===== src/rtl/pulse_wave_gen.sv =====
module pulse_wave_gen #(
  parameter int CW = 16,
  parameter int PW = 16,
  parameter int TW = 32,
  parameter int LW = 16,
  parameter logic [LW-1:0] SEED = 16'hACE1,
  parameter logic [LW-1:0] TAPS = 16'hB400,
  localparam int JW = $clog2(LW),
  localparam int NW = ((CW > LW) ? CW : LW) + 2
) (
  input  logic          clk,
  input  logic          rst_n,
  input  logic          enable,
  input  logic [PW-1:0] prescale,
  input  logic [CW-1:0] period_cfg,
  input  logic [CW-1:0] burst_cfg,
  input  logic [CW-1:0] space_cfg,
  input  logic [JW-1:0] jitter_cfg,
  output logic          ev_strobe,
  output logic [LW-1:0] ev_payload,
  output logic [TW-1:0] ev_time,
  output logic          burst_active,
  output logic [TW-1:0] timestamp
);

  logic          started;
  logic [PW-1:0] presc_cnt;
  logic [CW-1:0] pos, per_sh, bur_sh, spc_sh;
  logic [JW-1:0] jit_sh;
  logic [NW-1:0] next_ev;
  logic [LW-1:0] lfsr;

  wire [CW-1:0] per_eff  = (per_sh == '0) ? CW'(1) : per_sh;
  wire [CW-1:0] bur_eff  = (bur_sh > per_eff) ? per_eff : bur_sh;
  wire [CW-1:0] spc_eff  = (spc_sh == '0) ? CW'(1) : spc_sh;
  wire [LW-1:0] jit_mask = (LW'(1) << jit_sh) - LW'(1);
  wire          in_burst = pos < bur_eff;
  wire          running  = started && enable;
  wire          tick     = running && (presc_cnt == prescale);
  wire          fire     = tick && in_burst && (NW'(pos) == next_ev);
  wire          last     = (pos == per_eff - CW'(1));
  wire [LW-1:0] lfsr_nxt = lfsr[0] ? ((lfsr >> 1) ^ TAPS) : (lfsr >> 1);
  wire [NW-1:0] next_due = NW'(pos) + NW'(spc_eff) + NW'(lfsr & jit_mask);

  assign burst_active = running && in_burst;

  always_ff @(posedge clk or negedge rst_n) begin
    if (!rst_n) begin
      started    <= 1'b0;
      presc_cnt  <= '0;
      pos        <= '0;
      per_sh     <= '0;
      bur_sh     <= '0;
      spc_sh     <= '0;
      jit_sh     <= '0;
      next_ev    <= '0;
      lfsr       <= SEED;
      ev_strobe  <= 1'b0;
      ev_payload <= '0;
      ev_time    <= '0;
      timestamp  <= '0;
    end else begin
      ev_strobe <= fire;
      if (fire) begin
        ev_payload <= lfsr;
        ev_time    <= timestamp;
        lfsr       <= lfsr_nxt;
      end
      if (enable && !started) begin
        started   <= 1'b1;
        presc_cnt <= '0;
        pos       <= '0;
        next_ev   <= '0;
        per_sh    <= period_cfg;
        bur_sh    <= burst_cfg;
        spc_sh    <= space_cfg;
        jit_sh    <= jitter_cfg;
      end else if (running) begin
        if (tick) begin
          presc_cnt <= '0;
          timestamp <= timestamp + TW'(1);
          if (last) begin
            pos     <= '0;
            next_ev <= '0;
            per_sh  <= period_cfg;
            bur_sh  <= burst_cfg;
            spc_sh  <= space_cfg;
            jit_sh  <= jitter_cfg;
          end else begin
            pos <= pos + CW'(1);
            if (fire) next_ev <= next_due;
          end
        end else begin
          presc_cnt <= presc_cnt + PW'(1);
        end
      end
    end
  end

  assert_ts_step_R1: assert property (@(posedge clk) disable iff (!rst_n)
    (timestamp != $past(timestamp)) |-> (timestamp == $past(timestamp) + TW'(1)));

  assert_event_in_burst_R2: assert property (@(posedge clk) disable iff (!rst_n)
    ev_strobe |-> $past(burst_active));

  assert_event_time_R3: assert property (@(posedge clk) disable iff (!rst_n)
    ev_strobe |-> (ev_time == timestamp - TW'(1)));

  assert_lfsr_nonzero_R4: assert property (@(posedge clk) disable iff (!rst_n)
    lfsr != '0);

  assert_no_event_when_off_R8: assert property (@(posedge clk) disable iff (!rst_n)
    !enable |=> !ev_strobe);

  assert_pos_bound_R9: assert property (@(posedge clk) disable iff (!rst_n)
    started |-> (pos < per_eff));

endmodule


===== config.mk =====
export PLATFORM = sky130hd
export DESIGN_NAME = pulse_wave_gen
export DESIGN_NICKNAME = d
export VERILOG_FILES = /design/src/rtl/pulse_wave_gen.sv
export SDC_FILE = /design/constraint.sdc
export NUM_CORES = 1
export LEC_CHECK = 0
export BUFFER_PORTS_ARGS = -buffer_cell sky130_fd_sc_hd__clkbuf_2
export CAP_MARGIN = 30
export CELL_PAD_IN_SITES_DETAIL_PLACEMENT = 0
export CELL_PAD_IN_SITES_GLOBAL_PLACEMENT = 1
export CORE_UTILIZATION = 35
export CTS_BUF_LIST = sky130_fd_sc_hd__clkbuf_8
export DETAILED_ROUTE_END_ITERATION = 10
export PLACE_DENSITY_LB_ADDON = 0.1
export SYNTH_ARGS = -nofsm -noshare
export SYNTH_HDL_FRONTEND = slang
export SYNTH_SLANG_ARGS = --single-unit

===== constraint.sdc =====
create_clock -name clk -period 7 [get_ports clk]
set_clock_uncertainty 0.05 [all_clocks]
set_input_delay 1.4 -clock clk [delete_from_list [all_inputs] [get_ports clk]]
set_output_delay 1.4 -clock clk [all_outputs]
set_load 0.05 [all_outputs]

==> summary.md, run 1 <==
| Metric | Value |
|---|---|
| Status | `finished, final reports clean` |
| Minimum clock period | `6.73 ns` |
| Asr flop ratio synth | `between 90% and 100%` |
| Clock Sinks | `between 150 and 200` |
| ANT nets after route | `0` |
| Combinational cell fraction of total power | `a little under a tenth` |
| CP Data Required Time | `5.55 ns` |
| CTS tree | `yes` |
| Die extent in y | `about 180 um` |
| Worst skew pair latency | `around 0.50 ns` |
| Final Core Density | `40.8%` |
| Crit Path Max Fanout | `18` |
| CTS resizes | `1` |
| Vias in the first global route | `between 8,000 and 9,000` |
| P&R area growth vs syn | `13.8%` |
| Largest net degree at the start of global routing | `95` |
| Sequential area share after synthesis | `around 44%` |
| Post-Synth Simple-Gate Area | `a little under a fifth` |
| Fmax | `about 0.15 GHz` |
| Overall die area | `32,400 um2` |
| Mapped Area | `~11,000 um2` |
| Slew at the pin closest to its max-slew limit | `~1 ns` |
| Synth Area per Inst | `approximately 9.7 um2` |
| Yosys top cell by area | `dfrtp_1` |
| Largest family of logic cells by synthesized area | `simple AND/OR/NAND/NOR gates` |
| Share of cells above drive strength 1 | `20.3%` |
| Final Cell Area | `between 10,000 and 15,000 um2` |
| CP Data Arrival Time | `roughly 5.3 ns` |
| Switching share of power | `28.2%` |
| CP Launch Type | `flip-flop` |
| RSZ-0062 raised after global routing | `no` |
| Ports | `153` |
| Synth Instances | `~1,100` |
| Initial Util | `35.9%` |
| Leak pwr | `6.29 nW` |
| Setup TNS | `0 ns` |
| Post-synth top cells | `nand2_1 (189), dfrtp_1 (185), xnor2_1 (86)` |
| Worst setup EP type | `output port` |
| Power per cell area | `about 170 nW/um2` |
| Synth Area in Compound Gates | `around a tenth` |
| Slew HR | `about a third` |
| Average wire per standard cell | `17.9 um` |
| RePlAce Congestion | `0.858` |
| Root Driver | `clkbuf_8` |
| Final worst path period share | `a little under 100%` |
| Post-DP HPWL | `21,700 um` |
| Clock Pin Slew Worst Setup and Hold Paths | `about 0.11 ns` |
| Synth Area in XOR/XNOR | `a little under a tenth` |
| Post-synth EDFFs | `0` |
| All-layer global routing usage | `roughly a fifth` |
| Residual DRC | `0` |
| Max_cap viols | `0` |
| Predominant post-synthesis flop cell | `dfrtp_1` |
| Hold_buf cts | `0` |
| Clock Tree Buf Depth | `2` |
| Synth Area in Adders | `~9%` |
| FF+latch count, synth | `approximately 190` |
| Post-placement cell area | `12,200 um2` |
| Synth top area share | `between 40% and 50%` |
| CTS buffer count | `17` |
| Non-Filler Instances | `roughly 1,700` |
| Maximum VDD drop | `~0.12 mV` |
| Setup violations, final | `0` |
| DIE WIDTH | `~180 um` |
| Site Rows | `64` |
| Synth Net Count | `1,286` |
| Drt pass-1 iters | `5` |
| DRT Wirelength | `roughly 30,000 um` |
| NetSw | `0.615 mW` |
| First-pass GRT wire length | `roughly 50,000 um` |
| H-tree depth | `4` |
| IO buf count | `152` |
| Reg power frac | `between 50% and 60%` |
| # nets final | `roughly 1,400` |
| Hold Crit Class | `reg -> reg` |
| Grt ovf | `0` |
| Initial antenna violation count | `0` |
| Cell-internal power | `1.57 mW` |
| Post-synthesis cell type count | `65` |
| Vias after detailed routing | `8,558` |
| Setup bufs post-CTS | `0` |
| Multiplexer share of the synthesized area | `between 4 and 5%` |
| Synth Warn # | `0` |
| Power, Total | `about 2.2 mW` |
| Final Max Tran Viols | `0` |
| Count leader, synth | `nand2_1` |
| Placed Cells incl. Taps | `between 1,500 and 2,000` |
| CORE AREA | `30,900 um2` |
| DR vias/cell | `approximately 5` |
| Hold Fails Final Rpt | `0` |
| Starting DRC count in detailed routing | `roughly 400` |
| Clock power share | `~36%` |
| Antenna cells | `0` |
| Setup CP Type | `reg -> out` |
| Synth area leaders | `dfrtp_1 (42%), xnor2_1 (6.8%), nand2_1 (6.4%)` |
==> flip-flops by register name, summed over array words and instances, names as in the netlist <==
name	count
pos	16
started	1
per_sh	16
bur_sh	16
timestamp	32
ev_time	32
next_ev	18
lfsr	10
spc_sh	16
ev_payload	15
presc_cnt	16
jit_sh	4
ev_strobe	1
==> power groups by stage <==
stage | Clock [mW] | Sequential, mW | Combinational, mW
floorplan | 0 | 1.19 | 0.141
global placement | 0 | 1.22 | 0.210
detailed placement | 0 | 1.22 | 0.213
CTS | 0.815 | 1.19 | 0.214
global route | 0.854 | 1.20 | 0.242
finish | 0.779 | 1.19 | 0.211
==> layout make-up <==
| class | count | area, um2 |
|---|---|---|
| clock buffers | 17 | 234 |
| clock inverters | 14 | 173 |
| fillers | 3119 | 18300 |
| inverters | 37 | 139 |
| multi-input cells | 845 | 5830 |
| flip-flops and latches | 193 | 4840 |
| well taps | 396 | 495 |
| repair buffers | 165 | 905 |
==> cell usage in the layout, fill, tap and decap left out, types with 7 or more instances in the layout <==
cell / instances
buf_4: 9
a21o_1: 25
nor3_1: 18
and3_1: 16
nor4_1: 16
xnor2_1: 86
nand3_1: 46
inv_1: 37
mux2_1: 10
clkbuf_8: 18
fa_1: 17
dfstp_2: 8
ha_1: 51
dfrtp_1: 185
mux2_2: 38
nor2_1: 71
clkbuf_2: 150
o21ai_0: 33
nand2_1: 188
and4_1: 9
o21a_1: 8
a21oi_1: 53
nand4_1: 36
xor2_1: 35
nor2b_1: 7
==> kinds of logic (layout without fill, tap and decap cells) <==
logic type	count (synthesis)	count (layout)
AOI/OAI and AO/OA	169	169
buffers and inverters	109	233
adders and majority gates	68	68
other	1	1
xor gates and xnor gates	121	121
and+or+nand+nor	437	437
DFF	193	193
muxes	49	49
==> worst paths after layout <==
| check | startpoint | endpoint | slack (ns) | cells past startpoint |
|---|---|---|---|---|
| setup reg to reg | per_sh[11] | ev_time[9] | 1.21 | 19 |
| min in group asynchronous | rst_n | bur_sh[10] | 0.89 | 1 |
| hold reg to reg | lfsr[5] | lfsr[5] | 0.42 | 2 |
| setup / recovery | per_sh[11] | burst_active | 0.27 | 20 |
| max in group asynchronous | rst_n | ev_payload[2] | 4.77 | 3 |
| hold / removal | lfsr[5] | lfsr[5] | 0.42 | 2 |
==> worst max-delay path, stage by stage, from the launching register on <==
cell,delay [ns]
dfrtp_1,0.48
or4_1,0.59
nand3b_4,0.20
o31ai_2,0.24
ha_1,0.19
inv_1,0.04
a21o_1,0.15
a221o_1,0.33
a221o_1,0.37
nand2_4,0.19
nor2_1,0.06
a21oi_1,0.12
ha_1,0.26
a21o_1,0.16
a21oi_1,0.14
nor2b_1,0.06
o211ai_1,0.15
a31oi_1,0.19
or3_1,0.38
a21oi_1,0.20
clkbuf_4,0.28
==> per-stage QoR <==
stage / setup slack [ns] / hold WS [ns]
2_1_floorplan: 0.529 / 0.389
3_3_place_gp: 0.556 / 0.400
3_5_place_dp: 0.440 / 0.409
4_1_cts: 0.0301 / 0.425
5_1_grt: 0.0225 / 0.445
6_report: 0.270 / 0.418
==> layer usage <==
layer	share of wire, %	wire length, um	track usage (%)	up-vias
li1	-	-	-	4179
met1	49	14500	26.6	4200
met2	46	13700	30.5	155
met3	4.1	1240	4.07	24
met4	1.4	415	4.69	0
met5	0	0	0	-
Power figures use the tool's default switching activity.
==> run 2, diff against run 1 <==
Settings changed: RECOVER_POWER set to 100.
==> summary.md, run 2 (synthesis results as in run 1) <==
| Metric | Value |
|---|---|
| Status | `complete, but fails checks` |
| Met1 WL | `14,600 um (+0.32%)` |
| Setup bufs post-CTS | `0 (unchanged)` |
| Worst reg2reg path startpoint | `per_sh[11]` |
| CP Data Required Time | `5.55 ns (about the same)` |
| Final worst path period share | `96.4% (+0.28 points)` |
| Final Core Density | `40.2% (-0.58 points)` |
| CP Data Arrival Time | `5.30 ns (+0.02 ns)` |
| DP Worst Slack | `0.440 ns (unchanged)` |
| Worst setup EP type | `output port` |
| Hold Crit Class | `reg -> reg` |
| Worst skew pair latency | `0.50 ns (about the same)` |
| Share of cells above drive strength 1 | `13.5% (-6.8 points)` |
| Final Max Tran Viols | `249 (+249)` |
| Drt pass-1 iters | `4 (-1)` |
| Largest net degree at the start of global routing | `95 (unchanged)` |
| ANT nets after route | `0 (unchanged)` |
| Average wire per standard cell | `17.9 um (about the same)` |
| R2R cell count | `15 (-4)` |
| CTS tree | `yes` |
| Site Rows | `64 (unchanged)` |
| IO buf count | `152 (unchanged)` |
| Root Driver | `clkbuf_8` |
| Minimum clock period | `6.75 ns (+0.0193 ns)` |
| Setup CP Type | `reg -> out` |
| Clock Tree Buf Depth | `2 (unchanged)` |
| Slew at the pin closest to its max-slew limit | `4.67 ns (+3.66 ns)` |
| CORE AREA | `30,900 um2 (unchanged)` |
| Setup violations, final | `0 (unchanged)` |
| DRT Wirelength | `29,900 um (about the same)` |
| CTS buffer count | `17 (unchanged)` |
| Vias after detailed routing | `8,534 (-0.28%)` |
| Post-DP HPWL | `21,700 um (unchanged)` |
| P&R area growth vs syn | `12.1%` |
| Most frequent cells in the layout | `nand2_1 (188), dfrtp_1 (185), xnor2_1 (86), clkbuf_1 (85), clkbuf_2 (73)` |
| # nets final | `1,398 (unchanged)` |
| Overall die area | `32,400 um2 (unchanged)` |
| Die extent in y | `180 um (unchanged)` |
| Slew HR | `-211% (-240 points)` |
| CP Launch Type | `flip-flop` |
| Largest registers | `ev_time (32), timestamp (32), next_ev (18)` |
| Fmax | `0.148 GHz (-0.29%)` |
| Met2 WL post-DR | `13,700 um (+0.26%)` |
| Initial Util | `35.9% (unchanged)` |
| Reg-to-Reg End | `spc_sh[7]` |
| Met3 WL post-DR | `1150 um (-7.3%)` |
| RePlAce Congestion | `0.858 (unchanged)` |
| Min-Delay Endpoint | `lfsr[5]` |
| Max layer used | `met4` |
| Most common cell after layout, fill and taps aside | `nand2_1` |
| Residual DRC | `0 (unchanged)` |
| Leak pwr | `5.94 nW (-5.5%)` |
| Hold Fails Final Rpt | `0 (unchanged)` |
| Initial antenna violation count | `0 (unchanged)` |
| Hold path depth | `2 (unchanged)` |
| DIE WIDTH | `180 um (unchanged)` |
| Ports | `153 (unchanged)` |
| Power per cell area | `176 nW/um2 (+1.4%)` |
| Maximum VDD drop | `0.117 mV (+0.29%)` |
| Max_cap viols | `3 (+3)` |
| RSZ-0062 raised after global routing | `no` |
| Antenna cells | `0 (unchanged)` |
| Clock Pin Slew Worst Setup and Hold Paths | `0.10 ns (about the same)` |
| Starting DRC count in detailed routing | `380 (-2.6%)` |
| DR vias/cell | `5.12 (-0.28%)` |
| Final worst slack | `0.251 ns (-0.0193 ns)` |
| Setup TNS | `0 ns (unchanged)` |
| H-tree depth | `4 (unchanged)` |
| Post-placement cell area | `12,200 um2 (unchanged)` |
| Violated checks | `capacitance limit, slew limit` |
| Vias in the first global route | `8,677 (unchanged)` |
| Crit Path Max Fanout | `18 (unchanged)` |
| Final Cell Area | `12,400 um2 (-1.4%)` |
| All-layer global routing usage | `19.2% (unchanged)` |
| Clock Sinks | `193 (unchanged)` |
| Slack of the worst reg-to-reg path | `0.38 ns (-0.83 ns)` |
| Hold Crit Start | `lfsr[5]` |
| First-pass GRT wire length | `48,800 um (unchanged)` |
| Grt ovf | `0 (unchanged)` |
[run 2: cell count changes in the layout (fill, tap and decap cells not counted), sizes merged]
cell	change
buf	-8
clkdlybuf4s25	+1
clkbuf	+7
[run 2: worst max path at each step]
stage	to	cells past startpoint	slack, ns	startpoint
after floorplan	burst_active	21	0.53	per_sh[11]
after global placement	burst_active	17	0.56	per_sh[11]
after detailed placement	burst_active	17	0.44	per_sh[4]
after CTS	burst_active	17	0.03	per_sh[4]
after global routing	burst_active	19	0.03	per_sh[11]
final	burst_active	20	0.25	per_sh[11]
[run 2: final cells by class]
| type | instances | area [um2] |
|---|---|---|
| multi-input combinational | 845 | 5810 |
| clock buffer | 17 | 234 |
| inverter | 37 | 139 |
| sequential | 193 | 4840 |
| fill | 3159 | 18500 |
| clock inverter | 14 | 173 |
| tap | 396 | 495 |
| timing repair buffer | 165 | 743 |
[run 2: power by group]
| part | internal [mW] | switching, mW | total [mW] | leakage, nW |
|---|---|---|---|---|
| Sequential | 1.15 | 0.0490 | 1.19 | 2.55 |
| Combinational | 0.0934 | 0.116 | 0.209 | 3.19 |
| Clock | 0.328 | 0.451 | 0.780 | 0.203 |
[run 2: per-layer routing]
layer | GRT usage, % | vias up
met5 | 0 | -
met4 | 4.69 | 0
met3 | 4.07 | 29
met2 | 30.5 | 158
met1 | 26.6 | 4172
li1 | - | 4175
[run 2: metrics by stage]
stage / cells / hold slack [ns] / total power, mW
global route: 1667 / 0.445 / 2.29
finish: 1667 / 0.418 / 2.18
detailed placement: 1636 / 0.409 / 1.43
global placement: 1634 / 0.400 / 1.43
CTS: 1667 / 0.425 / 2.22
floorplan: 1147 / 0.389 / 1.34
[run 2: repair_timing]
item	CTS	global route
resized for setup	1	5
hold buffers	0	0
endpoints found under the setup margin	1	1
cloned	0	0
[run 2: critical path, cell delays in order, from the launching register on]
cell	delay (ns)
dfrtp_1	0.47
or4_1	0.59
nand3b_4	0.20
o31ai_2	0.24
ha_1	0.19
inv_1	0.04
a21o_1	0.15
a221o_1	0.33
a221o_1	0.38
nand2_4	0.19
nor2_1	0.06
a21oi_1	0.12
ha_1	0.26
a21o_1	0.16
a21oi_1	0.14
nor2b_1	0.06
o211ai_1	0.15
a31oi_1	0.19
or3_1	0.38
a21oi_1	0.20
clkbuf_4	0.28
==> run 3, diff against run 2 <==
Settings changed: CORE_ASPECT_RATIO set to 1.2.
Clock period 7 ns to 6.08 ns, I/O delays scaled along.
==> summary.md, run 3 (synthesis results as in run 1) <==
| Metric | Value |
|---|---|
| Most frequent cells in the layout | `nand2_1 (188), dfrtp_1 (185), xnor2_1 (86), clkbuf_1 (82)` |
| Post-placement cell area | `12,200 um2 (+0.53%)` |
| Hold Crit Class | `reg -> reg` |
| Setup CP Type | `reg -> out` |
| CP Launch Type | `flip-flop` |
| Ports | `153 (unchanged)` |
| Largest registers | `ev_time (32), timestamp (32), next_ev (18)` |
| Post-DP HPWL | `22,400 um (+3.2%)` |
| Drt pass-1 iters | `5 (+1)` |
| Minimum clock period | `roughly 6.3 ns` |
| Power, Total | `2.59 mW (+19%)` |
| CTS buffer count | `17 (unchanged)` |
| Overall die area | `32,400 um2 (about the same)` |
| Switching share of power | `27.2% (-1.0 points)` |
| RSZ-0062 raised after global routing | `yes` |
| Hold Fails Final Rpt | `0 (unchanged)` |
| All-layer global routing usage | `19.8% (+0.56 points)` |
| Most common cell after layout, fill and taps aside | `nand2_1` |
| Initial Util | `35.5% (-0.41 points)` |
| CP Data Required Time | `4.81 ns (-0.74 ns)` |
| Final Max Tran Viols | `196 (-21%)` |
| CORE AREA | `31,300 um2 (+1.2%)` |
| Residual DRC | `0 (unchanged)` |
| DR vias/cell | `5.09 (-0.57%)` |
| Share of cells above drive strength 1 | `15.5% (+2.1 points)` |
| Vias in the first global route | `8,736 (+0.68%)` |
| Clock power share | `36.8% (+1.1 points)` |
| Setup violations, final | `1 (+1)` |
| Largest net degree at the start of global routing | `102 (+7.4%)` |
| Starting DRC count in detailed routing | `354 (-6.8%)` |
| Vias after detailed routing | `8,592 (+0.68%)` |
| Clock Tree Buf Depth | `2 (unchanged)` |
| Site Rows | `71 (+11%)` |
| Hold path depth | `2 (unchanged)` |
| Cell-internal power | `1.89 mW (+20%)` |
| # nets final | `1,413 (+1.1%)` |
| Fill cells | `3,214 (+1.7%)` |
| P&R area growth vs syn | `15.0%` |
| H-tree depth | `4 (unchanged)` |
| Final Core Density | `40.8% (+0.53 points)` |
| Power per cell area | `203 nW/um2 (+16%)` |
| CTS tree | `yes` |
| Final Cell Area | `12,700 um2 (+2.5%)` |
| Die extent in y | `197 um (+9.4%)` |
| ANT nets after route | `0 (unchanged)` |
| Violated checks | `capacitance limit, slew limit, setup timing` |
| Slew at the pin closest to its max-slew limit | `2.62 ns (-2.05 ns)` |
| Reg power frac | `53.0% (-1.7 points)` |
| NetSw | `0.706 mW (+15%)` |
| Slew HR | `-74.8% (+140 points)` |
| First-pass GRT wire length | `48,800 um (-0.16%)` |
| Maximum VDD drop | `0.112 mV (-4.1%)` |
| DRT Wirelength | `31,100 um (+4.1%)` |
| DIE WIDTH | `164 um (-8.6%)` |
| Final worst slack | `-0.220 ns (-0.471 ns)` |
| IO buf count | `152 (unchanged)` |
| DP Worst Slack | `0.186 ns (-0.254 ns)` |
| Root Driver | `clkbuf_8` |
| Worst hold margin | `0.419 ns (+0.00127 ns)` |
| Crit Path Max Fanout | `15 (-3)` |
| Combinational cell fraction of total power | `10.2% (+0.6 points)` |
| Fmax | `0.159 GHz` |
| Clock Pin Slew Worst Setup and Hold Paths | `0.11 ns (about the same)` |
| Status | `complete, but fails checks` |
| Worst skew pair latency | `0.47 ns (-0.03 ns)` |
| RePlAce Congestion | `0.858 (unchanged)` |
| Max_cap viols | `2 (-1)` |
| Final worst path period share | `104%` |
| Grt ovf | `0 (unchanged)` |
| Leak pwr | `6.09 nW (+2.5%)` |
| Clock Sinks | `193 (unchanged)` |
| Average wire per standard cell | `18.4 um (+2.8%)` |
| Initial antenna violation count | `0 (unchanged)` |
| Worst setup EP type | `output port` |
| Antenna cells | `0 (unchanged)` |
| CP Data Arrival Time | `5.03 ns (-0.27 ns)` |
| R2R cell count | `21 (+6)` |
run 3: cell types whose count changed in the layout (fill, tap and decap cells not counted), sizes merged:
cell | before | now
buf | 5 | 27
bufbuf | 0 | 1
bufinv | 2 | 3
clkbuf | 176 | 171
clkdlybuf4s25 | 1 | 0
clkinv | 4 | 3
clkinvlp | 2 | 1
run 3: final timing paths:
kind | startpoint | end | slack [ns]
hold / removal | lfsr[5] | lfsr[5] | 0.42
setup reg to reg | per_sh[13] | next_ev[17] | 0.42
hold reg to reg | lfsr[5] | lfsr[5] | 0.42
min in group asynchronous | rst_n | bur_sh[9] | 1.51
max in group asynchronous | rst_n | ev_payload[0] | 1.05
setup / recovery | per_sh[13] | burst_active | -0.22
run 3: final cells by class:
| class | instances | area (um2) | share of cell area (%) |
|---|---|---|---|
| Tap cell | 401 | 502 | 3.94 |
| Clock buffer | 19 | 262 | 2.05 |
| Inverter | 37 | 139 | 1.09 |
| Clock inverter | 13 | 186 | 1.46 |
| Multi-Input combinational cell | 845 | 5860 | 46.0 |
| Timing Repair Buffer | 180 | 961 | 7.54 |
| Sequential cell | 193 | 4840 | 38.0 |
run 3: worst max-delay path, stage by stage (launching register included):
cell	delay [ns]
dfrtp_1	0.40
or4_4	0.54
nand3b_4	0.20
o31ai_4	0.26
ha_2	0.21
inv_2	0.03
a21o_1	0.16
a221o_1	0.30
a221o_1	0.37
nand2_2	0.11
buf_4	0.12
bufbuf_16	0.26
a21oi_1	0.08
ha_1	0.33
and4_1	0.20
o21ai_0	0.10
a211o_1	0.30
a41oi_1	0.33
a21oi_4	0.12
buf_12	0.16
run 3: per-stage QoR:
stage,setup TNS (ns),cells
2_1_floorplan,0,1147
3_3_place_gp,0,1642
3_5_place_dp,0,1643
4_1_cts,-0.183,1679
5_1_grt,-0.459,1688
6_report,-0.220,1688
run 3: power by group through the flow:
| stage | registers [mW] | logic, mW | clock network, mW |
|---|---|---|---|
| floorplan | 1.37 | 0.163 | 0 |
| global placement | 1.40 | 0.251 | 0 |
| detailed placement | 1.40 | 0.252 | 0 |
| CTS | 1.37 | 0.261 | 0.996 |
| global route | 1.38 | 0.300 | 1.04 |
| finish | 1.37 | 0.265 | 0.954 |
run 3: repair_timing:
item	in CTS	in global routing
setup buffers	3	9
gates cloned	1	0
setup endpoints to repair	1	1
pin swaps	1	15
resized for setup	4	14
hold buffers	0	0
endpoints found under the hold margin	0	0
run 3: metal layers:
metal	share of wire (%)	wire (um)	GRT usage [%]	vias to the layer above
met1	43	13500	24.5	4189
met4	2.7	837	7.17	0
met5	0	0	0	-
li1	-	-	-	4204
met2	51	15800	34.3	160
met3	3.2	984	3.22	39
